File: src/rtl/tlb_pkg.sv
`timescale 1ns/1ps
package tlb_pkg;

    parameter int VA_W       = 32;
    parameter int PAGE_OFF_W = 12;
    parameter int MASK_W     = 16;
    parameter int ASID_W     = 8;
    parameter int ENTRIES    = 16;

    localparam int PAIR_OFF_W = PAGE_OFF_W + 1;
    localparam int VPN2_W     = VA_W - PAIR_OFF_W;
    localparam int PFN_W      = VA_W - PAGE_OFF_W;
    localparam int PA_W       = PFN_W + PAGE_OFF_W;
    localparam int IDX_W      = $clog2(ENTRIES);

    typedef enum logic [1:0] {
        ACC_FETCH = 2'd0,
        ACC_LOAD  = 2'd1,
        ACC_STORE = 2'd2,
        ACC_RSVD  = 2'd3
    } acc_e;

    typedef enum logic [2:0] {
        ST_HIT      = 3'd0,
        ST_NOMATCH  = 3'd1,
        ST_INVALID  = 3'd2,
        ST_XINH     = 3'd3,
        ST_RINH     = 3'd4,
        ST_MODIFIED = 3'd5
    } status_e;

    typedef struct packed {
        logic xinh;
        logic rinh;
        logic dirty;
        logic valid;
    } page_flags_t;

    typedef struct packed {
        logic [PFN_W-1:0] pfn;
        page_flags_t      flags;
    } page_desc_t;

    typedef struct packed {
        logic              hinv;
        logic [VPN2_W-1:0] vpn2;
        logic [MASK_W-1:0] pmask;
        logic [ASID_W-1:0] asid;
        logic              global_en;
        page_desc_t        even;
        page_desc_t        odd;
    } tlb_entry_t;

    localparam tlb_entry_t EMPTY_ENTRY = '{hinv: 1'b1, default: '0};

    // Size field placed above the pair offset, with the pair offset bits forced to one.
    function automatic logic [VA_W-1:0] eff_mask(input logic [MASK_W-1:0] pmask);
        logic [VA_W-1:0] m;
        m = '0;
        m[PAIR_OFF_W +: MASK_W] = pmask;
        m[PAIR_OFF_W-1:0]       = '1;
        return m;
    endfunction

endpackage

File: src/rtl/tlb_entry_match.sv
`timescale 1ns/1ps
module tlb_entry_match
    import tlb_pkg::*;
(
    input  tlb_entry_t        entry,
    input  logic [VA_W-1:0]   vaddr,
    input  logic [ASID_W-1:0] asid,
    output logic              hit,
    output logic              odd
);
    logic [VA_W-1:0] m;
    logic [VA_W-1:0] tag_full;
    logic            tag_eq;
    logic            id_ok;

    always_comb begin
        m        = eff_mask(entry.pmask);
        tag_full = {entry.vpn2, {PAIR_OFF_W{1'b0}}};
        tag_eq   = ((vaddr ^ tag_full) & ~m) == '0;
        id_ok    = entry.global_en || (entry.asid == asid);
        hit      = tag_eq && id_ok && !entry.hinv;
        odd      = |(vaddr & m & ~(m >> 1));
    end
endmodule

File: src/rtl/tlb_priority.sv
`timescale 1ns/1ps
module tlb_priority
    import tlb_pkg::*;
#(
    parameter int N  = ENTRIES,
    parameter int IW = IDX_W
) (
    input  logic          clk,
    input  logic          rst,
    input  logic [N-1:0]  hits,
    output logic [N-1:0]  grant,
    output logic [IW-1:0] idx,
    output logic          any
);
    always_comb begin
        idx = '0;
        for (int i = N - 1; i >= 0; i--) begin
            if (hits[i]) idx = IW'(i);
        end
        any   = |hits;
        grant = any ? (N'(1) << idx) : '0;
    end

    AST_GRANT_ONEHOT: assert property (@(posedge clk) disable iff (rst)
        $onehot0(grant) && ((grant & ~hits) == '0));
    AST_GRANT_LOWEST: assert property (@(posedge clk) disable iff (rst)
        any |-> ((hits & (grant - N'(1))) == '0));
endmodule

File: src/rtl/tlb_perm_check.sv
`timescale 1ns/1ps
module tlb_perm_check
    import tlb_pkg::*;
(
    input  logic              clk,
    input  logic              rst,
    input  page_desc_t        desc,
    input  logic [MASK_W-1:0] pmask,
    input  logic [VA_W-1:0]   vaddr,
    input  acc_e              acc,
    output status_e           status,
    output logic [PA_W-1:0]   paddr,
    output logic              writable
);
    logic [VA_W-1:0] m;
    logic            is_fetch;
    logic            is_load;
    logic            is_store;

    always_comb begin
        m        = eff_mask(pmask);
        is_fetch = (acc == ACC_FETCH);
        is_store = (acc == ACC_STORE);
        is_load  = !is_fetch && !is_store;
        if (!desc.flags.valid)                     status = ST_INVALID;
        else if (is_fetch && desc.flags.xinh)      status = ST_XINH;
        else if (is_load && desc.flags.rinh)       status = ST_RINH;
        else if (is_store && !desc.flags.dirty)    status = ST_MODIFIED;
        else                                       status = ST_HIT;
        if (status == ST_HIT) begin
            paddr    = {desc.pfn, {PAGE_OFF_W{1'b0}}} | PA_W'(vaddr & (m >> 1));
            writable = desc.flags.dirty;
        end else begin
            paddr    = '0;
            writable = 1'b0;
        end
    end

    AST_STORE_HIT_WRITABLE: assert property (@(posedge clk) disable iff (rst)
        (status == ST_HIT && acc == ACC_STORE) |-> writable);
    AST_INVALID_BLOCKS: assert property (@(posedge clk) disable iff (rst)
        !desc.flags.valid |-> (status != ST_HIT && !writable));
endmodule

File: src/rtl/tlb_lookup.sv
`timescale 1ns/1ps
module tlb_lookup
    import tlb_pkg::*;
(
    input  logic                 clk,
    input  logic                 rst,
    input  logic                 req_valid,
    input  logic [VA_W-1:0]      req_vaddr,
    input  logic [ASID_W-1:0]    req_asid,
    input  logic [1:0]           req_acc,
    input  logic                 wr_en,
    input  logic [IDX_W-1:0]     wr_idx,
    input  logic [VPN2_W-1:0]    wr_vpn2,
    input  logic [MASK_W-1:0]    wr_pmask,
    input  logic [ASID_W-1:0]    wr_asid,
    input  logic                 wr_global,
    input  logic [PFN_W-1:0]     wr_even_pfn,
    input  logic [3:0]           wr_even_flags,
    input  logic [PFN_W-1:0]     wr_odd_pfn,
    input  logic [3:0]           wr_odd_flags,
    output logic                 rsp_valid,
    output logic [2:0]           rsp_status,
    output logic [PA_W-1:0]      rsp_paddr,
    output logic                 rsp_writable
);
    tlb_entry_t          tbl [ENTRIES];
    tlb_entry_t          wr_entry;
    logic [ENTRIES-1:0]  hit_vec;
    logic [ENTRIES-1:0]  odd_vec;
    logic [ENTRIES-1:0]  grant;
    logic [IDX_W-1:0]    win_idx;
    logic                any_hit;
    tlb_entry_t          win;
    page_desc_t          win_desc;
    status_e             chk_status;
    logic [PA_W-1:0]     chk_paddr;
    logic                chk_wr;
    status_e             nxt_status;
    logic [PA_W-1:0]     nxt_paddr;
    logic                nxt_wr;

    always_comb begin
        wr_entry.hinv      = 1'b0;
        wr_entry.vpn2      = wr_vpn2;
        wr_entry.pmask     = wr_pmask;
        wr_entry.asid      = wr_asid;
        wr_entry.global_en = wr_global;
        wr_entry.even      = '{pfn: wr_even_pfn, flags: page_flags_t'(wr_even_flags)};
        wr_entry.odd       = '{pfn: wr_odd_pfn,  flags: page_flags_t'(wr_odd_flags)};
    end

    // Slot storage: invalidated on reset, one indexed write per cycle.
    always_ff @(posedge clk) begin
        if (rst) begin
            for (int i = 0; i < ENTRIES; i++) tbl[i] <= EMPTY_ENTRY;
        end else if (wr_en) begin
            tbl[wr_idx] <= wr_entry;
        end
    end

    generate
        for (genvar g = 0; g < ENTRIES; g++) begin : g_slot
            tlb_entry_match u_match (
                .entry (tbl[g]),
                .vaddr (req_vaddr),
                .asid  (req_asid),
                .hit   (hit_vec[g]),
                .odd   (odd_vec[g])
            );
        end
    endgenerate

    tlb_priority #(.N(ENTRIES), .IW(IDX_W)) u_prio (
        .clk   (clk),
        .rst   (rst),
        .hits  (hit_vec),
        .grant (grant),
        .idx   (win_idx),
        .any   (any_hit)
    );

    always_comb begin
        win      = tbl[win_idx];
        win_desc = odd_vec[win_idx] ? win.odd : win.even;
    end

    tlb_perm_check u_perm (
        .clk      (clk),
        .rst      (rst),
        .desc     (win_desc),
        .pmask    (win.pmask),
        .vaddr    (req_vaddr),
        .acc      (acc_e'(req_acc)),
        .status   (chk_status),
        .paddr    (chk_paddr),
        .writable (chk_wr)
    );

    always_comb begin
        if (any_hit) begin
            nxt_status = chk_status;
            nxt_paddr  = chk_paddr;
            nxt_wr     = chk_wr;
        end else begin
            nxt_status = ST_NOMATCH;
            nxt_paddr  = '0;
            nxt_wr     = 1'b0;
        end
    end

    always_ff @(posedge clk) begin
        if (rst) begin
            rsp_valid    <= 1'b0;
            rsp_status   <= ST_NOMATCH;
            rsp_paddr    <= '0;
            rsp_writable <= 1'b0;
        end else begin
            rsp_valid <= req_valid;
            if (req_valid) begin
                rsp_status   <= nxt_status;
                rsp_paddr    <= nxt_paddr;
                rsp_writable <= nxt_wr;
            end
        end
    end

    AST_RSP_AFTER_REQ: assert property (@(posedge clk) disable iff (rst)
        req_valid |=> rsp_valid);
    AST_NO_RSP_WITHOUT_REQ: assert property (@(posedge clk) disable iff (rst)
        !req_valid |=> !rsp_valid);
    AST_FAULT_CLEAN: assert property (@(posedge clk) disable iff (rst)
        (rsp_valid && rsp_status != ST_HIT) |-> (!rsp_writable && rsp_paddr == '0));
    AST_WRITE_LANDS: assert property (@(posedge clk) disable iff (rst)
        wr_en |=> !tbl[$past(wr_idx)].hinv);
    AST_NOMATCH_WHEN_NONE: assert property (@(posedge clk) disable iff (rst)
        (req_valid && hit_vec == '0) |=> (rsp_status == ST_NOMATCH));
endmodule

File: config.mk
export PLATFORM = sky130hd
export DESIGN_NAME = tlb_lookup
export DESIGN_NICKNAME = d
export VERILOG_FILES = /design/src/rtl/tlb_pkg.sv /design/src/rtl/tlb_entry_match.sv /design/src/rtl/tlb_priority.sv /design/src/rtl/tlb_perm_check.sv /design/src/rtl/tlb_lookup.sv
export SDC_FILE = /design/constraint.sdc
export NUM_CORES = 2
export LEC_CHECK = 0
export ABC_AREA = 0
export BUFFER_PORTS_ARGS = -buffer_cell sky130_fd_sc_hd__buf_2
export CAP_MARGIN = 0
export CORE_MARGIN = 2
export CORE_UTILIZATION = 51
export CTS_CLUSTER_DIAMETER = 60
export CTS_CLUSTER_SIZE = 20
export DETAILED_ROUTE_END_ITERATION = 7
export PLACE_DENSITY = 0.8
export SYNTH_ARGS = -nofsm -noshare
export SYNTH_HDL_FRONTEND = slang
export SYNTH_SLANG_ARGS = --single-unit
File: constraint.sdc
create_clock -name clk -period 4.37 [get_ports clk]
set_clock_uncertainty 0.1 [all_clocks]
set_input_delay 0.437 -clock clk [delete_from_list [all_inputs] [get_ports clk]]
set_output_delay 0.437 -clock clk [all_outputs]
set_load 0.05 [all_outputs]
== Word level (Yosys, flattened, before mapping) ==
Memory sizes are Yosys's and may differ from the RTL's.
Cells that the tools add are included.

* Flip-flop bits (word level): 37
* Memory bits (writable): 1488
* Logic and storage cells: 264
* Memories: 1

* $lt $le $gt $ge: 1
* Eq/ne operators: 17
* Muxes and demuxes: 36
* Bitwise logic cells: 98
* Reduce and logical (&&, ||, !) cells: 107

{| class="wikitable"
|+ Memory list
! name !! words !! width !! read ports !! clocked after Yosys merged registers in !! write ports !! RTL line !! source
|-
| tbl || 16 || 93 || 17 || 0 || 16 || tlb_lookup.sv:26 || <nowiki>tlb_entry_t tbl [ENTRIES];</nowiki>
|}

{| class="wikitable"
|+ Operators by type and width
! kind !! count
|-
| AND 32 bit || 32
|-
| AND 32 x 29 -> 32 bit || 16
|-
| logical NOT 32 bit || 16
|-
| NOT 28 -> 32 bit || 16
|-
| NOT 29 -> 32 bit || 16
|-
| OR reduction 32 bit || 16
|-
| bitwise XOR 32 bit || 16
|-
| == test 8 bit || 16
|-
| two-way mux 93 bit || 1
|-
| OR reduction 93 bit || 1
|-
| two-way mux 4 bit || 17
|-
| two-way mux 32 bit || 2
|-
| logical AND 1 bit || 36
|-
| AND 32 x 28 -> 32 bit || 1
|-
| bitwise OR 32 bit || 1
|-
| two-way mux 24 bit || 1
|-
| logical NOT 1 bit || 19
|-
| logical OR 1 bit || 16
|-
| OR reduction 16 bit || 1
|-
| two-way mux 3 bit || 5
|-
| two-way mux 1 bit || 9
|-
| < comparator 4 x 5 -> 1 bit, second input constant || 1
|-
| binary-select mux 1 bit (select 4 bit) || 1
|-
| logical NOT 3 bit || 1
|-
| 2 further kinds || 2
|}

== Depth between registers and ports, before layout ==
An unclocked memory read counts as a cell.

* Depth in word-level cells: 34
* Gate-level depth with buffers: 23
* Depth with buffers taken out: 15

== Hierarchy ==
A second synthesis with hierarchy kept.

* Cell total of the unflattened synthesis: 5226
* Area total of the unflattened synthesis: 73152.7 um^2

{| class="wikitable"
|+ Modules (own cells, without submodules)
! module !! times used !! cells an instance !! area each (um^2) !! sequential area each (um^2)
|-
| tlb_lookup || 1 || 3988 || 64360.5 || 45263.4
|-
| tlb_entry_match || 16 || 69 || 500.5 || 0.0
|-
| tlb_priority || 1 || 70 || 396.6 || 0.0
|-
| tlb_perm_check || 1 || 64 || 387.9 || 0.0
|}

== Least setup slack after synthesis ==
Ideal clock, no wire load.

* Kind: input to register
* From: input req_vaddr[29]
* To: register rsp_paddr[21]
* Arrival time: 4.592 ns
* Slack: -0.389 ns
* Stages on the path: 20
* Path buffers: 6
* Path through: buf_2 > buf_6 > xor2_1 > or4_1 > nor4_1 > and3_1 > or2_2 > o211a_1 > or2_1 > buf_2 > buf_2 > buf_2 > mux2i_1 > mux2i_1 > mux2_2 > o2111ai_1 > o31ai_1 > or4_4 > buf_6 > o21ai_2

* Word-level cells in the longest chain between the ends: 33
* Elaborated cells on any way between the ends: 162
* Classes of those cells: 25 x mux; 66 x bitwise; 70 x reduce/logical; 1 x memory

{| class="wikitable"
|+ RTL lines
! element !! RTL line !! source
|-
| start, declared || tlb_lookup.sv:8 || <nowiki>input logic [VA_W-1:0] req_vaddr,</nowiki>
|-
| bitwise XOR 32 bit || tlb_entry_match.sv:19 || <nowiki>tag_eq = ((vaddr ^ tag_full) & ~m) == '0;</nowiki>
|-
| AND 32 bit || tlb_entry_match.sv:19 ||
|-
| logical NOT 32 bit || tlb_entry_match.sv:19 ||
|-
| logical AND 1 bit (2 in a row) || tlb_entry_match.sv:21 || <nowiki>hit = tag_eq && id_ok && !entry.hinv;</nowiki>
|-
| two-way mux 4 bit (16 in a row) || tlb_priority.sv:18 || <nowiki>if (hits[i]) idx = IW'(i);</nowiki>
|-
| binary-select mux 1 bit (select 4 bit) || tlb_lookup.sv:84 || <nowiki>win_desc = odd_vec[win_idx] ? win.odd : win.even;</nowiki>
|-
| two-way mux 1 bit (not written as such) || tlb_lookup.sv:84 ||
|-
| two-way mux 24 bit || tlb_lookup.sv:84 ||
|-
| logical NOT 1 bit || tlb_perm_check.sv:28 || <nowiki>else if (is_store && !desc.flags.dirty) status = ST_MODIFIED;</nowiki>
|-
| logical AND 1 bit || tlb_perm_check.sv:28 ||
|-
| two-way mux 3 bit || tlb_perm_check.sv:28 ||
|-
| two-way mux 3 bit || tlb_perm_check.sv:27 || <nowiki>else if (is_load && desc.flags.rinh) status = ST_RINH;</nowiki>
|-
| two-way mux 3 bit || tlb_perm_check.sv:26 || <nowiki>else if (is_fetch && desc.flags.xinh) status = ST_XINH;</nowiki>
|-
| two-way mux 3 bit || tlb_perm_check.sv:25 || <nowiki>if (!desc.flags.valid) status = ST_INVALID;</nowiki>
|-
| logical NOT 3 bit || tlb_perm_check.sv:30 || <nowiki>if (status == ST_HIT) begin</nowiki>
|-
| two-way mux 32 bit || tlb_perm_check.sv:30 ||
|-
| two-way mux 32 bit * || tlb_lookup.sv:100 || <nowiki>if (any_hit) begin</nowiki>
|-
| end signal, assigned || tlb_lookup.sv:121 || <nowiki>rsp_paddr <= nxt_paddr;</nowiki>
|-
| end, declared || tlb_lookup.sv:23 || <nowiki>output logic [PA_W-1:0] rsp_paddr,</nowiki>
|}

Mark *: on every way between the ends. The rest lies on a longest branch, timed or not. The select of a mux whose other input is x is not followed.
A chain may end at the register's enable or synchronous reset.

==> flow_summary.rst <==
.. list-table::
   :header-rows: 1

   * - Metric
     - Value
   * - Run status
     - complete, but fails checks
   * - Failing checks
     - negative setup slack
   * - Most Frequent Cell on Critical Path
     - sky130_fd_sc_hd__buf_12
   * - Worst slew margin
     - ~22%
   * - Post-synthesis area per instance
     - around 12 sq um
   * - Static Leakage
     - approximately 33 nW
   * - Placed insts
     - roughly 8.6k
   * - Synthesized cell area
     - ~74000 sq um
   * - Type of the worst min-delay path
     - in2reg
   * - Number of buffer and inverter instances along the worst setup path
     - 8
   * - Area of all placed cells without fillers
     - a little under 90000 sq um
   * - Pre-antenna DRT Iters
     - 6
   * - Peak-usage layer in the global routing report
     - met2
   * - Post-placement cell area
     - around 82000 sq um
   * - GR Util All Layers
     - 34.7%
   * - Crit path kind
     - reg2reg
   * - Area enclosed by the die boundary
     - 149000 sq um
   * - Endpoint arrival time on the critical path
     - about 5.7 ns
   * - Number of buffers added by the clock tree synthesis step
     - 112
   * - Cell breakdown of the critical path
     - xor2_1 > nor4_1 > a21oi_4 > nor4_2 > buf_4 > and3_4 > buf_6 > nor2_1 > a21boi_2 > buf_4 > or2_4 > a2111oi_1 > buf_4 > nor4_4 > buf_12 > buf_12 > and3_4 > a211oi_4 > a22oi_2 > or4_4 > buf_12 > buf_12 > o21ai_2
   * - Yosys warns
     - 0
   * - Clock latency at the later pin of the worst-skew pair
     - about 0.80 ns
   * - CP peak stage delay
     - between 0.5 and 0.6 ns
   * - Total number of vias
     - around 55k
   * - Launching element type of the critical path
     - flip-flop
   * - Per-cell routed wire length
     - just under 30 microns
   * - Maximum count of clock buffers along a single path
     - 3
   * - GP Congestion
     - around 1.0
   * - Final critical-path required period
     - approximately 5.1 ns
   * - Area fraction of the dominant cell type after synthesis
     - ~60%
   * - Final cell utilization of the core
     - 60.2%
   * - Count of state elements after synthesis
     - 1525
   * - Min-Delay Path Depth
     - 2
   * - Final TNS setup
     - -24.76 ns
   * - R2r worst-path depth
     - 23
   * - GRT Residual Overflow
     - 0
   * - Number of maximum-capacitance violations
     - 0
   * - Critical path fanouts, max
     - 7
   * - Capture endpoint of the worst hold path
     - tbl[11][46]
   * - Proportion of layout cells with a drive suffix above 1
     - roughly 20%
   * - Highest clock frequency the design can meet
     - slightly below 0.2 GHz
   * - Final setup violation count
     - 36
   * - Sort of element at the end of the critical path
     - flip-flop
   * - Reg-to-Reg Start
     - tbl[0][51]
   * - FF-to-FF End
     - rsp_paddr[27]
   * - Initial core utilization
     - approximately half
   * - Cell family with most CP delay
     - simple AND/OR/NAND/NOR gates
   * - Worst slack, placed
     - -1.41 ns
   * - Gate Count Post-Synth
     - around 6.3k
   * - Number of placement rows
     - between 100 and 150
   * - Post-synth EDFFs
     - ~1.5k
   * - Clock slew seen by the registers of the worst setup and hold paths
     - about 0.08 ns
   * - Height of the chip
     - approximately 390 microns
   * - VDD IR max
     - about 0.36 mV
   * - Area of the core region
     - roughly 150000 sq um
   * - Worst path slowest cell
     - sky130_fd_sc_hd__nor4_1
   * - Yosys top cell by area
     - sky130_fd_sc_hd__edfxtp_1
   * - Most frequently used flop master after synthesis
     - sky130_fd_sc_hd__edfxtp_1
   * - Overall die width
     - ~390 microns
   * - Port bufs
     - roughly 180
   * - Final period util
     - 117%
   * - First-pass GRT wire length
     - ~370000 microns
   * - Power per standard cell area
     - 369 nW/um^2
   * - Num Clock Sinks
     - roughly 1.5k
   * - Area growth from synthesis to layout
     - 17.6%
   * - Worst hold slack
     - 0.0360 ns
   * - Data required time of the critical path
     - around 5 ns
   * - Number of global-route vias before repair
     - 52.3k
   * - Total power consumption of the routed design
     - 32.2 mW
   * - Wirelength, routed
     - around 260000 microns
   * - Share of the yosys chip area belonging to registers
     - 61.0%
   * - Number of antenna violations at the first check in global routing
     - 16
   * - Flop-to-flop setup slack
     - -0.76 ns
   * - CTS HTree Levels
     - 3
   * - Met1 track demand over resource in global routing
     - about 46%
   * - Initial DRC Count
     - roughly 8.3k
   * - TritonCTS clock tree
     - done
   * - Average via count per standard cell
     - between 6 and 7
   * - Synth top area cells
     - sky130_fd_sc_hd__edfxtp_1 60%, sky130_fd_sc_hd__and2_1 12%, sky130_fd_sc_hd__nand2_1 4.6%
   * - Setup repair after global routing missed its margin
     - true
   * - Global routing met3 resource utilization
     - 8.15%
   * - Io pins
     - 179
   * - Total count of hold-check failures in the final report
     - 0
   * - Fraction of synthesis flops using an asynchronous set or reset pin
     - 0%
   * - Net Count, Synth
     - 6427
   * - Global routing met2 resource utilization
     - 53.1%
   * - Number of nets with antenna violations after routing
     - 0
   * - Max-slew violation count
     - 0
   * - Detailed-route DRC error count
     - 0
   * - Clk Tree Root Cell
     - sky130_fd_sc_hd__clkbuf_16
   * - Detailed-placement wirelength estimate
     - roughly 180000 microns
   * - Final non-filler cell total
     - approximately 8.9k
   * - Hold Startpoint
     - wr_even_pfn[18]
   * - Worst Slack Setup Final
     - -0.765 ns
   * - Library cells used by synthesis
     - 74
   * - Pin count of the biggest net entering global routing
     - 94
   * - Slew at the pin with the worst max-slew slack
     - approximately 1.2 ns
   * - Layout net count
     - about 7k
timing repair:
action | in CTS | in global routing
pin swaps | 56 | 36
hold buffers | 18 | 0
buffers inserted | 11 | 24
hold endpoints to repair | 43 | 0
gates resized for setup | 88 | 80
endpoints found under the setup margin | 36 | 36
cloned | 2 | 5
layout make-up:
| cell class | count | area, sq um |
|---|---|---|
| inverters | 37 | 141 |
| repair buffers | 937 | 7740 |
| diodes | 14 | 35.0 |
| clock inverters | 86 | 1100 |
| well taps | 1917 | 2400 |
| flip-flops and latches | 1525 | 45300 |
| fillers | 11100 | 57700 |
| multi-input cells | 4230 | 27800 |
| clock buffers | 124 | 2880 |
layer usage:
| layer | routed length, microns | part of all wire (%) | vias to the layer above |
|---|---|---|---|
| li1 | - | - | 23200 |
| met1 | 93900 | 36 | 27000 |
| met2 | 117000 | 45 | 4090 |
| met3 | 35000 | 13 | 739 |
| met4 | 16200 | 6.2 | 20 |
| met5 | 266 | 0.10 | - |
state kept, by name, indices dropped and copies added (netlist names):
| register | count |
|---|---|
| rsp_writable | 1 |
| rsp_valid | 1 |
| rsp_status | 3 |
| rsp_paddr | 32 |
| tbl | 1488 |
power breakdown:
part	switching [mW]	internal, mW
registers	0.330	16.8
clock network	5.67	5.79
logic	2.31	1.30
worst max path at each step:
stage | startpoint | endpoint | slack [ns] | depth (start not counted)
5_1_grt | tbl[0][54] | rsp_paddr[27] | -0.83 | 24
2_1_floorplan | req_asid[6] | rsp_paddr[21] | -0.05 | 19
3_3_place_gp | req_asid[6] | rsp_paddr[27] | -1.43 | 25
3_5_place_dp | req_vaddr[31] | rsp_paddr[27] | -1.41 | 18
4_1_cts | tbl[5][85] | rsp_paddr[27] | -0.59 | 23
6_report | tbl[0][51] | rsp_paddr[27] | -0.76 | 23
cells in the final DEF (no fill, tap or decap), types with 19 or more instances in the layout:
cell type / n
sky130_fd_sc_hd__buf_12: 69
sky130_fd_sc_hd__a311oi_1: 20
sky130_fd_sc_hd__a221oi_1: 47
sky130_fd_sc_hd__xor2_1: 175
sky130_fd_sc_hd__nor4_1: 54
sky130_fd_sc_hd__nand3_1: 62
sky130_fd_sc_hd__buf_4: 645
sky130_fd_sc_hd__clkbuf_16: 118
sky130_fd_sc_hd__mux2_2: 55
sky130_fd_sc_hd__buf_2: 178
sky130_fd_sc_hd__nor2_1: 157
sky130_fd_sc_hd__o22ai_1: 235
sky130_fd_sc_hd__mux2i_1: 215
sky130_fd_sc_hd__o211ai_1: 26
sky130_fd_sc_hd__dfxtp_1: 53
sky130_fd_sc_hd__nand2_1: 908
sky130_fd_sc_hd__a21oi_1: 80
sky130_fd_sc_hd__and2_1: 1472
sky130_fd_sc_hd__o21ai_2: 30
sky130_fd_sc_hd__o21ai_0: 54
sky130_fd_sc_hd__a2111oi_0: 30
sky130_fd_sc_hd__edfxtp_1: 1472
sky130_fd_sc_hd__a31oi_1: 19
sky130_fd_sc_hd__nor4_2: 23
sky130_fd_sc_hd__xnor2_1: 253
sky130_fd_sc_hd__inv_1: 32
logic make-up after synthesis:
kind of cell | share of synthesized area (%)
simple gates | 20.0
compound gates | 6.44
xor+xnor | 5.10
buf+inv | 3.06
mux | 4.44
flops | 61.0
synthesized netlist by cell type, types with 11 or more instances:
library cell	n
sky130_fd_sc_hd__a21o_1	11
sky130_fd_sc_hd__mux2i_1	226
sky130_fd_sc_hd__clkbuf_1	360
sky130_fd_sc_hd__buf_6	14
sky130_fd_sc_hd__a221o_1	13
sky130_fd_sc_hd__inv_1	32
sky130_fd_sc_hd__nor3_1	23
sky130_fd_sc_hd__o211ai_1	26
sky130_fd_sc_hd__a21oi_1	88
sky130_fd_sc_hd__o21ai_0	56
sky130_fd_sc_hd__or2_2	17
sky130_fd_sc_hd__nor4_1	83
sky130_fd_sc_hd__and2_1	1473
sky130_fd_sc_hd__a2111oi_0	34
sky130_fd_sc_hd__xor2_1	176
sky130_fd_sc_hd__o22ai_1	236
sky130_fd_sc_hd__buf_2	70
sky130_fd_sc_hd__a22oi_1	14
sky130_fd_sc_hd__a31oi_1	21
sky130_fd_sc_hd__a221oi_1	49
sky130_fd_sc_hd__xnor2_1	256
sky130_fd_sc_hd__a311oi_1	22
sky130_fd_sc_hd__nand2_1	911
sky130_fd_sc_hd__o21ai_2	30
sky130_fd_sc_hd__mux4_2	18
sky130_fd_sc_hd__o221ai_1	19
sky130_fd_sc_hd__nand3_1	63
sky130_fd_sc_hd__mux2_2	56
sky130_fd_sc_hd__buf_1	26
sky130_fd_sc_hd__buf_4	23
sky130_fd_sc_hd__nor2_1	173
sky130_fd_sc_hd__dfxtp_1	53
sky130_fd_sc_hd__edfxtp_1	1472
sky130_fd_sc_hd__and3_1	26
(Power assumes the default switching activity.)
